`src/rtl/mf_pkg.sv`:
```
package mf_pkg;
    typedef enum logic {
        MD_ECHO = 1'b0,
        MD_GEN  = 1'b1
    } mf_mode_e;
endpackage

```
`src/rtl/mf_position.sv`:
```
module mf_position
    import mf_pkg::*;
#(
    parameter int MF_LEN = 20,
    localparam int CW = $clog2(MF_LEN + 1)
) (
    input  logic          clk,
    input  logic          rst_n,
    input  logic          frame_stb,
    input  logic          sync_cmd,
    input  logic          sync_lost,
    output logic [CW-1:0] cnt_q,
    output logic [CW-1:0] cnt_d_o,
    output logic          gen_q,
    output logic          gen_d_o
);
    typedef struct packed {
        mf_mode_e      mode;
        logic [CW-1:0] cnt;
        logic          sync_pend;
        logic          lost_pend;
    } pos_t;

    pos_t st_d, st_q;
    logic go_gen, go_echo;

    always_comb begin
        st_d    = st_q;
        go_gen  = sync_cmd  | st_q.sync_pend;
        go_echo = sync_lost | st_q.lost_pend;
        if (frame_stb) begin
            st_d.sync_pend = 1'b0;
            st_d.lost_pend = 1'b0;
            if (go_echo) begin
                st_d.mode = MD_ECHO;
                st_d.cnt  = (st_q.cnt == CW'(MF_LEN)) ? CW'(1) : st_q.cnt + CW'(1);
            end else if (go_gen) begin
                st_d.mode = MD_GEN;
                st_d.cnt  = CW'(1);
            end else begin
                st_d.cnt  = (st_q.cnt == CW'(MF_LEN)) ? CW'(1) : st_q.cnt + CW'(1);
            end
        end else begin
            st_d.sync_pend = go_gen;
            st_d.lost_pend = go_echo;
        end
    end

    always_ff @(posedge clk or negedge rst_n) begin
        if (!rst_n) begin
            st_q <= '{mode: MD_ECHO, cnt: CW'(1), sync_pend: 1'b0, lost_pend: 1'b0};
        end else begin
            st_q <= st_d;
        end
    end

    assign cnt_q   = st_q.cnt;
    assign cnt_d_o = st_d.cnt;
    assign gen_q   = (st_q.mode == MD_GEN);
    assign gen_d_o = (st_d.mode == MD_GEN);

    p_wrap_r1: assert property (@(posedge clk) disable iff (!rst_n)
        (frame_stb && st_q.cnt == CW'(MF_LEN) && !go_gen) |=> (st_q.cnt == CW'(1)));

    p_range_r1: assert property (@(posedge clk) disable iff (!rst_n)
        (st_q.cnt >= CW'(1)) && (st_q.cnt <= CW'(MF_LEN)));

    p_sync_r7: assert property (@(posedge clk) disable iff (!rst_n)
        (frame_stb && go_gen && !go_echo) |=> (st_q.mode == MD_GEN && st_q.cnt == CW'(1)));

    p_loss_r8: assert property (@(posedge clk) disable iff (!rst_n)
        (frame_stb && go_echo) |=> (st_q.mode == MD_ECHO));
endmodule

```
`src/rtl/mf_txgen.sv`:
```
module mf_txgen #(
    parameter int MF_LEN   = 20,
    parameter int Q_STRIDE = 5,
    localparam int CW = $clog2(MF_LEN + 1),
    localparam int NQ = MF_LEN / Q_STRIDE,
    localparam int SN = 2 * NQ,
    localparam int SW = (SN > 1) ? $clog2(SN) : 1
) (
    input  logic          clk,
    input  logic          rst_n,
    input  logic          frame_stb,
    input  logic          rx_fa,
    input  logic [CW-1:0] cnt_d,
    input  logic          gen_d,
    input  logic [SN-1:0] s_word,
    output logic          tx_fa,
    output logic          tx_n,
    output logic          tx_m,
    output logic          tx_s
);
    typedef struct packed {
        logic fa;
        logic n;
        logic m;
        logic s;
    } tx_t;

    tx_t tx_d, tx_q;
    int unsigned off, grp;
    logic [SW-1:0] sidx;

    always_comb begin
        tx_d = tx_q;
        off  = (int'(cnt_d) - 1) % Q_STRIDE;
        grp  = (int'(cnt_d) - 1) / Q_STRIDE;
        sidx = SW'(grp * 2 + off);
        if (frame_stb) begin
            if (gen_d) begin
                tx_d.fa = (off == 0);
                tx_d.m  = (cnt_d == CW'(1));
                tx_d.s  = (off < 2) ? s_word[sidx] : 1'b1;
            end else begin
                tx_d.fa = rx_fa;
                tx_d.m  = 1'b0;
                tx_d.s  = 1'b1;
            end
            tx_d.n = ~tx_d.fa;
        end
    end

    always_ff @(posedge clk or negedge rst_n) begin
        if (!rst_n) begin
            tx_q <= '{fa: 1'b0, n: 1'b1, m: 1'b0, s: 1'b1};
        end else begin
            tx_q <= tx_d;
        end
    end

    assign tx_fa = tx_q.fa;
    assign tx_n  = tx_q.n;
    assign tx_m  = tx_q.m;
    assign tx_s  = tx_q.s;

    p_inverse_r3: assert property (@(posedge clk) disable iff (!rst_n)
        tx_q.n != tx_q.fa);

    p_echo_r6: assert property (@(posedge clk) disable iff (!rst_n)
        (frame_stb && !gen_d) |=> (tx_q.fa == $past(rx_fa)));

    p_marker_r4: assert property (@(posedge clk) disable iff (!rst_n)
        (frame_stb && gen_d && cnt_d == CW'(1)) |=> tx_q.m);
endmodule

```
`src/rtl/mf_qcollect.sv`:
```
module mf_qcollect #(
    parameter int MF_LEN   = 20,
    parameter int Q_STRIDE = 5,
    localparam int CW = $clog2(MF_LEN + 1),
    localparam int NQ = MF_LEN / Q_STRIDE,
    localparam int QW = (NQ > 1) ? $clog2(NQ) : 1
) (
    input  logic          clk,
    input  logic          rst_n,
    input  logic          frame_stb,
    input  logic          rx_fa,
    input  logic [CW-1:0] cnt_q,
    input  logic          gen_q,
    output logic [NQ-1:0] q_nib,
    output logic          q_valid
);
    typedef struct packed {
        logic [NQ-1:0] acc;
        logic          armed;
        logic [NQ-1:0] nib;
        logic          vld;
    } qc_t;

    qc_t qc_d, qc_q;
    int unsigned off, grp;
    logic [QW-1:0] qidx;

    always_comb begin
        qc_d     = qc_q;
        qc_d.vld = 1'b0;
        off  = (int'(cnt_q) - 1) % Q_STRIDE;
        grp  = (int'(cnt_q) - 1) / Q_STRIDE;
        qidx = QW'(grp);
        if (frame_stb) begin
            if (!gen_q) begin
                qc_d.armed = 1'b0;
            end else if (off == 0) begin
                qc_d.acc[qidx] = rx_fa;
                if (grp == 0) begin
                    qc_d.armed = 1'b1;
                end
                if (grp == NQ - 1) begin
                    if (qc_d.armed) begin
                        qc_d.nib = qc_d.acc;
                        qc_d.vld = 1'b1;
                    end
                    qc_d.armed = 1'b0;
                end
            end
        end
    end

    always_ff @(posedge clk or negedge rst_n) begin
        if (!rst_n) begin
            qc_q <= '{acc: '1, armed: 1'b0, nib: '1, vld: 1'b0};
        end else begin
            qc_q <= qc_d;
        end
    end

    assign q_nib   = qc_q.nib;
    assign q_valid = qc_q.vld;

    p_qpulse_r9: assert property (@(posedge clk) disable iff (!rst_n)
        q_valid |=> !q_valid);

    p_qafter_r9: assert property (@(posedge clk) disable iff (!rst_n)
        q_valid |-> ($past(frame_stb) && $past(gen_q)));

    p_qhold_r9: assert property (@(posedge clk) disable iff (!rst_n)
        !q_valid |-> $stable(q_nib));
endmodule

```
`src/rtl/mframe_ctl.sv`:
```
module mframe_ctl
    import mf_pkg::*;
#(
    parameter int MF_LEN   = 20,
    parameter int Q_STRIDE = 5,
    localparam int CW = $clog2(MF_LEN + 1),
    localparam int NQ = MF_LEN / Q_STRIDE
) (
    input  logic            clk,
    input  logic            rst_n,
    input  logic            frame_stb,
    input  logic            rx_fa,
    input  logic            sync_cmd,
    input  logic            sync_lost,
    input  logic [2*NQ-1:0] s_word,
    output logic            tx_fa,
    output logic            tx_n,
    output logic            tx_m,
    output logic            tx_s,
    output logic [CW-1:0]   frame_no,
    output logic [NQ-1:0]   q_nib,
    output logic            q_valid
);
    logic [CW-1:0] cnt_q, cnt_d;
    logic          gen_q, gen_d;

    mf_position #(.MF_LEN(MF_LEN)) u_pos (
        .clk       (clk),
        .rst_n     (rst_n),
        .frame_stb (frame_stb),
        .sync_cmd  (sync_cmd),
        .sync_lost (sync_lost),
        .cnt_q     (cnt_q),
        .cnt_d_o   (cnt_d),
        .gen_q     (gen_q),
        .gen_d_o   (gen_d)
    );

    mf_txgen #(.MF_LEN(MF_LEN), .Q_STRIDE(Q_STRIDE)) u_tx (
        .clk       (clk),
        .rst_n     (rst_n),
        .frame_stb (frame_stb),
        .rx_fa     (rx_fa),
        .cnt_d     (cnt_d),
        .gen_d     (gen_d),
        .s_word    (s_word),
        .tx_fa     (tx_fa),
        .tx_n      (tx_n),
        .tx_m      (tx_m),
        .tx_s      (tx_s)
    );

    mf_qcollect #(.MF_LEN(MF_LEN), .Q_STRIDE(Q_STRIDE)) u_q (
        .clk       (clk),
        .rst_n     (rst_n),
        .frame_stb (frame_stb),
        .rx_fa     (rx_fa),
        .cnt_q     (cnt_q),
        .gen_q     (gen_q),
        .q_nib     (q_nib),
        .q_valid   (q_valid)
    );

    assign frame_no = cnt_q;

    p_sonly_r5: assert property (@(posedge clk) disable iff (!rst_n)
        (!gen_q || (((int'(cnt_q) - 1) % Q_STRIDE) > 1)) |-> tx_s);
endmodule

```
`config.mk`:
```
export PLATFORM = sky130hd
export DESIGN_NAME = mframe_ctl
export DESIGN_NICKNAME = d
export VERILOG_FILES = /design/src/rtl/mf_pkg.sv /design/src/rtl/mf_position.sv /design/src/rtl/mf_txgen.sv /design/src/rtl/mf_qcollect.sv /design/src/rtl/mframe_ctl.sv
export SDC_FILE = /design/constraint.sdc
export NUM_CORES = 1
export LEC_CHECK = 0
export BUFFER_PORTS_ARGS = -buffer_cell sky130_fd_sc_hd__buf_2
export CELL_PAD_IN_SITES_DETAIL_PLACEMENT = 0
export CELL_PAD_IN_SITES_GLOBAL_PLACEMENT = 1
export CORE_ASPECT_RATIO = 1.1
export CORE_MARGIN = 2
export CORE_UTILIZATION = 41
export DETAILED_ROUTE_END_ITERATION = 10
export PLACE_DENSITY = 0.85
export SLEW_MARGIN = 30
export SYNTH_ARGS = -nofsm -noshare
export SYNTH_HDL_FRONTEND = slang
export SYNTH_SLANG_ARGS = --single-unit
```
`constraint.sdc`:
```
create_clock -name clk -period 6.8 [get_ports clk]
set_input_delay 1.02 -clock clk [delete_from_list [all_inputs] [get_ports clk]]
set_output_delay 1.02 -clock clk [all_outputs]
set_load 0.05 [all_outputs]
```
Word level (Yosys, flattened, before mapping)

Cells that the tools add are included.

Flip-flop bits (word level): 22
Latch bits: 0
RAM bits: 0
ROM bits: 0
Input bits: 14
Output and inout port bits: 14
Memories: 0

Add/subtract/negate cells: 4
$mul: 0
Divide/modulo/power cells: 4
Order comparisons: 4
Equal/unequal tests: 4
Shift-type cells: 0
Mux-type cells: 25
Bitwise operators: 3
Reductions and logical operators: 7

Operator list:

| kind                                                        | count |
|---|---|
| logical NOT 32 bit                                          | 3 |
| divider 32 x 4 -> 32 bit, second input constant             | 2 |
| modulo 32 x 4 -> 32 bit, second input constant              | 2 |
| equality test 32 x 2 -> 1 bit, second input constant        | 1 |
| less-than comparator 32 x 2 -> 1 bit, second input constant | 1 |
| 2-to-1 mux 6 bit                                            | 4 |
| 2-to-1 mux 5 bit                                            | 3 |
| 2-to-1 mux 1 bit                                            | 13 |
| subtractor 5 x 1 -> 6 bit, second input constant            | 2 |
| adder 5 x 1 -> 5 bit, second input constant                 | 1 |
| equality test 5 x 1 -> 1 bit, second input constant         | 1 |
| equality test 5 bit, second input constant                  | 1 |
| AND reduction 5 bit                                         | 1 |
| bitwise mux 4 bit                                           | 1 |
| less-than comparator 3 x 4 -> 1 bit, second input constant  | 1 |
| 2-to-1 mux 2 bit                                            | 2 |
| adder 3 bit                                                 | 1 |
| binary-select mux 1 bit (select 3 bit)                      | 1 |
| less-than comparator 2 x 3 -> 1 bit, second input constant  | 1 |
| AND reduction 3 bit                                         | 1 |
| demux 1 bit (select 2 bit)                                  | 1 |
| >= comparator 2 x 1 -> 1 bit, second input constant         | 1 |
| != test 2 x 1 -> 1 bit, second input constant               | 1 |
| bitwise OR 1 bit                                            | 2 |
| other kinds (3)                                             | 3 |

Logic depth before layout (Yosys ltp)

Depth after elaboration: 12
Mapped depth: 39
Mapped depth without buffers: 35

Hierarchy

A second synthesis with hierarchy kept.

Cells, all modules: 386
Area total of the unflattened synthesis: 3313.2 um^2

By module, submodules not included:

| module      | times used | cells an instance | area an instance (um^2) | sequential area each (um^2) |
|---|---|---|---|---|
| mf_qcollect | 1          | 182               | 1600.3                  | 260.2 |
| mf_txgen    | 1          | 155               | 1232.4                  | 102.6 |
| mf_position | 1          | 49                | 480.5                   | 201.4 |

Worst setup path before layout

No wires, ideal clock.

Path kind: input to register
Start: in sync_lost
End: reg u_tx.tx_q, in the netlist u_tx.tx_s
Arrival time: 7262 ps
Required time: 6720 ps
Path slack: -542 ps
Stages on the path: 34
Cells stage by stage: or2_2 o21ai_0 nor2_1 or2_2 clkbuf_1 ha_1 clkbuf_1 or4_1 a211oi_1 o31a_1 nand2b_1 inv_1 ha_1 nor2_1 inv_1 a211oi_1 o21a_1 nor2_1 ha_1 inv_1 a21oi_1 or4_1 and3b_1 buf_2 mux2i_1 inv_1 ha_1 nor2_1 a21oi_1 ha_1 mux4_2 nor2_1 mux2i_1 o22a_1

Longest elaborated chain between the ends: 10
Elaborated cells between the ends (all ways): 12
Those cells by class: add/sub: 2; div: 2; order compare: 1; mux: 6; bitwise: 1

Ends and longest elaborated chain:

| element                                                         | line              | text |
|---|---|---|
| start: declaration                                              | mframe_ctl.sv:14  | `input logic sync_lost,` |
| bitwise OR 1 bit (*)                                            | mf_position.sv:30 | `go_echo = sync_lost \| st_q.lost_pend;` |
| 2-to-1 mux 6 bit (*)                                            | mf_position.sv:34 | `if (go_echo) begin` |
| 2-to-1 mux 6 bit (*)                                            | mf_position.sv:31 | `if (frame_stb) begin` |
| branches (longest 6 deep; another with modulo 32 x 4 -> 32 bit) | n/a               |  |
| 2-to-1 mux 2 bit (*)                                            | mf_txgen.sv:38    | `if (gen_d) begin` |
| end signal: assignment                                          | mf_txgen.sv:53    | `tx_q <= '{fa: 1'b0, n: 1'b1, m: 1'b0, s: 1'b1};` |
| end signal: assignment                                          | mf_txgen.sv:55    | `tx_q <= tx_d;` |
| end: declaration                                                | mf_txgen.sv:28    | `tx_t tx_d, tx_q;` |

Mark *: on every way between the ends. The select of a mux whose other input is x is not followed.
A chain may end at the register's enable or synchronous reset.

Worst setup path in the final report

Same ends and word-level chain as after synthesis.

==> flow_summary.yaml <==
run_status:
  outcome: "finished clean"
yosys:
  synth-seq-area-share: 0.179
  post_synth_fa_ha_maj_area_fraction: 0.0791
  synth_compound_gate_area_share: 0.288
  post_synth_xor_area_fraction: 0.0466
  asyncSetResetFlopFracSynth: 1.00
  count_of_flip_flops_with_a_built_in_enable_after_synthesis: 0
  syn_area_per_cell_sq_um: 7.98
  post_synthesis_mux_area_share: 0.0803
  mappedNetlistNets: 410
  biggest_area_contributors_in_the_synthesized_netlist: "sky130_fd_sc_hd__dfrtp_1, sky130_fd_sc_hd__dfstp_2, sky130_fd_sc_hd__ha_1, sky130_fd_sc_hd__nor2_1, sky130_fd_sc_hd__a21oi_1"
  synth_largest_area_cell: "sky130_fd_sc_hd__dfrtp_1"
  synth_top_flop_cell: "sky130_fd_sc_hd__dfrtp_1"
  yosys_warnings: 0
  synth_top_cell_area_share: 0.0916
  post_synth_inst_count: 377
  synth_simple_gate_area_frac: 0.248
  syn_area_sq_um: 3010
  synth.ff_latch_count: 21
  main_combinational_cell_family_by_area_after_synthesis: "compound AO/OA/AOI/OAI gates"
  yosysUniqueCellTypes: 85
sta:
  final_cycle_utilization_of_the_critical_path: 0.950
  clock_skew_ns: 0.000418
  setup_viol: 0
  worst-slew-pin-transition_ns: 0.893
  final_max_slew_viol_count: 0
  min_period_ns: 6.46
  finalHoldViolations: 0
  rsz0062_at_grt: "no"
  tightest_slew_margin_relative_to_the_limit: 0.389
  max_freq_ghz: 0.155
run:
  drv.max_cap_violation_count: 0
critical_path:
  timing.critical_path.from_type: "input pin"
  cp.required_ns: 6.99
  worst_path_maximum_fanout: 6
  worst_path_max_delay_cell: "sky130_fd_sc_hd__or4_1"
  longest_individual_stage_delay_on_the_worst_path_ns: 0.54
  timing_worst_setup_path_type: "input pin to flop"
  critPathMostFrequentCell: "sky130_fd_sc_hd__ha_4"
  setup.worst_path.end_class: "flop"
  arrival_ns: 6.65
clocking:
  cts_buffers: 3
  clock_sinks: 21
  cts_htree_levels: 1
  cts_tree: "yes"
  cts_max_path_buffers: 2
  clkTransAtPathRegs_ns: 0.07
  hold_buffers: 0
  worstSkewPairLatency_ns: 0.26
  cts_root_buffer: "sky130_fd_sc_hd__clkbuf_8"
global_route:
  gr-usage-all-layers: 0.196
  vias_in_the_first_global_route: 2909
  grt_start_max_net_pins: 22
  grt_first_pass_wirelength_microns: 13200
  grt-ovfl-total: 0
  antenna_found_initial: 0
finish:
  final_common_cell: "sky130_fd_sc_hd__nor2_1"
  final_standard_cell_utilization_of_the_core: 0.491
  multiInputGateArea_sq_um: 2380
  most-common-layout-cells: "sky130_fd_sc_hd__nor2_1, sky130_fd_sc_hd__nand2_1, sky130_fd_sc_hd__buf_2, sky130_fd_sc_hd__a21oi_1, sky130_fd_sc_hd__inv_1"
  fillerInstances: 686
  ff_latch_area_sq_um: 538
  syn_to_final_growth_pct: 15.1
  antenna_cells: 0
  fin_nets: 440
  drive_gt1_frac: 0.296
placement:
  portBuffers: 27
  post-dp-hpwl_microns: 6210
  gpl.final_weighted_congestion: 0.862
floorplanning:
  die_width_microns: 85.7
  num_rows: 32
  floorplan.die.height_microns: 93.8
  die-area_sq_um: 8040
  io_pins: 28
  area_of_the_core_sq_um: 7050
  floorplan.initialDensity: 0.427
route:
  vias: 2905
  postRouteAntennaNets: 0
  drc: 0
  dr.pass1.iters: 4
  detailedRoute.firstIterationViolations: 131
  via_per_inst: 5.92
  finalWirelength_microns: 7790
  wire_per_inst_microns: 15.9
hold_path:
  hold_class: "flop to flop"
-- cell usage after synthesis (all sizes together), types with 7 or more instances --
cell / instances
nor2: 38
nand2: 31
inv: 27
a21oi: 25
ha: 19
buf: 17
o21ai: 15
dfrtp: 11
mux2: 11
nor3: 11
dfstp: 10
xnor2: 10
a211oi: 9
and2: 9
a31oi: 8
a21o: 7
o211ai: 7
-- per-stage QoR --
stage	area [sq um]	hold WS [ns]	worst slack, ns	cells	setup TNS, ns
3_5_place_dp	3340	0.491	-0.0132	486	-0.0132
4_1_cts	3380	0.507	0.239	490	0
2_1_floorplan	3110	0.487	0.0225	377	0
6_report	3460	0.497	0.340	491	0
3_3_place_gp	3340	0.479	0.133	486	0
5_1_grt	3460	0.532	0.000679	491	0
-- routing by layer --
metal / part of all wire / vias to the layer above / global-route usage
met5: 0 / - / 0
met4: 0.021 / 0 / 0.0608
met3: 0.025 / 12 / 0.0149
met2: 0.51 / 58 / 0.361
met1: 0.44 / 1379 / 0.240
li1: - / 1456 / -
-- layout make-up --
cell class,instances,share of cell area
clock buffer,4,0.0130
inverter,27,0.0300
multi-input combinational,306,0.686
sequential,21,0.155
tap,85,0.0307
timing repair buffer,48,0.0846
-- cell families (layout without fill, tap and decap cells) --
family,after synthesis,in the layout
flops,21,21
xor+xnor,13,13
compound gates,117,117
fa+ha+maj,19,19
simple gates,138,138
mux,19,19
buf+inv,50,79
-- registers in the layout (all words and copies together), names as in the netlist, 2 cells and up --
register	cells
u_pos.st_q	2
u_q.qc_q	4
u_pos.cnt_q	5
u_q.q_nib	4
-- repair_timing --
item                       4_1_cts  5_1_grt
setup endpoints to repair        0        3
buffers inserted                 0        1
resized for setup                0       15
-- critical path: cells and delay by family --
| kind | cells | cell delay (ns) |
|---|---|---|
| adders and majority gates | 5 | 1.13 |
| AOI/OAI and AO/OA | 8 | 1.20 |
| and+or+nand+nor | 11 | 2.31 |
| muxes | 3 | 0.57 |
| buffers and inverters | 5 | 0.41 |
-- worst paths after layout --
path | from | to | slack [ns] | cells after the start
worst max-delay path | sync_lost | u_tx.tx_s | 0.34 | 32
worst min-delay path | u_tx.tx_m | u_tx.tx_m | 0.50 | 2
worst max register to register | u_pos.cnt_q[0] | u_tx.tx_s | 0.44 | 32
worst min register to register | u_tx.tx_m | u_tx.tx_m | 0.50 | 2
max in group asynchronous | rst_n | u_pos.cnt_q[0] | 5.76 | 1
min in group asynchronous | rst_n | u_pos.gen_q | 0.70 | 1
Power is not shown: default switching activity piles up to over one toggle a cycle in this logic, so the estimate is an artifact.
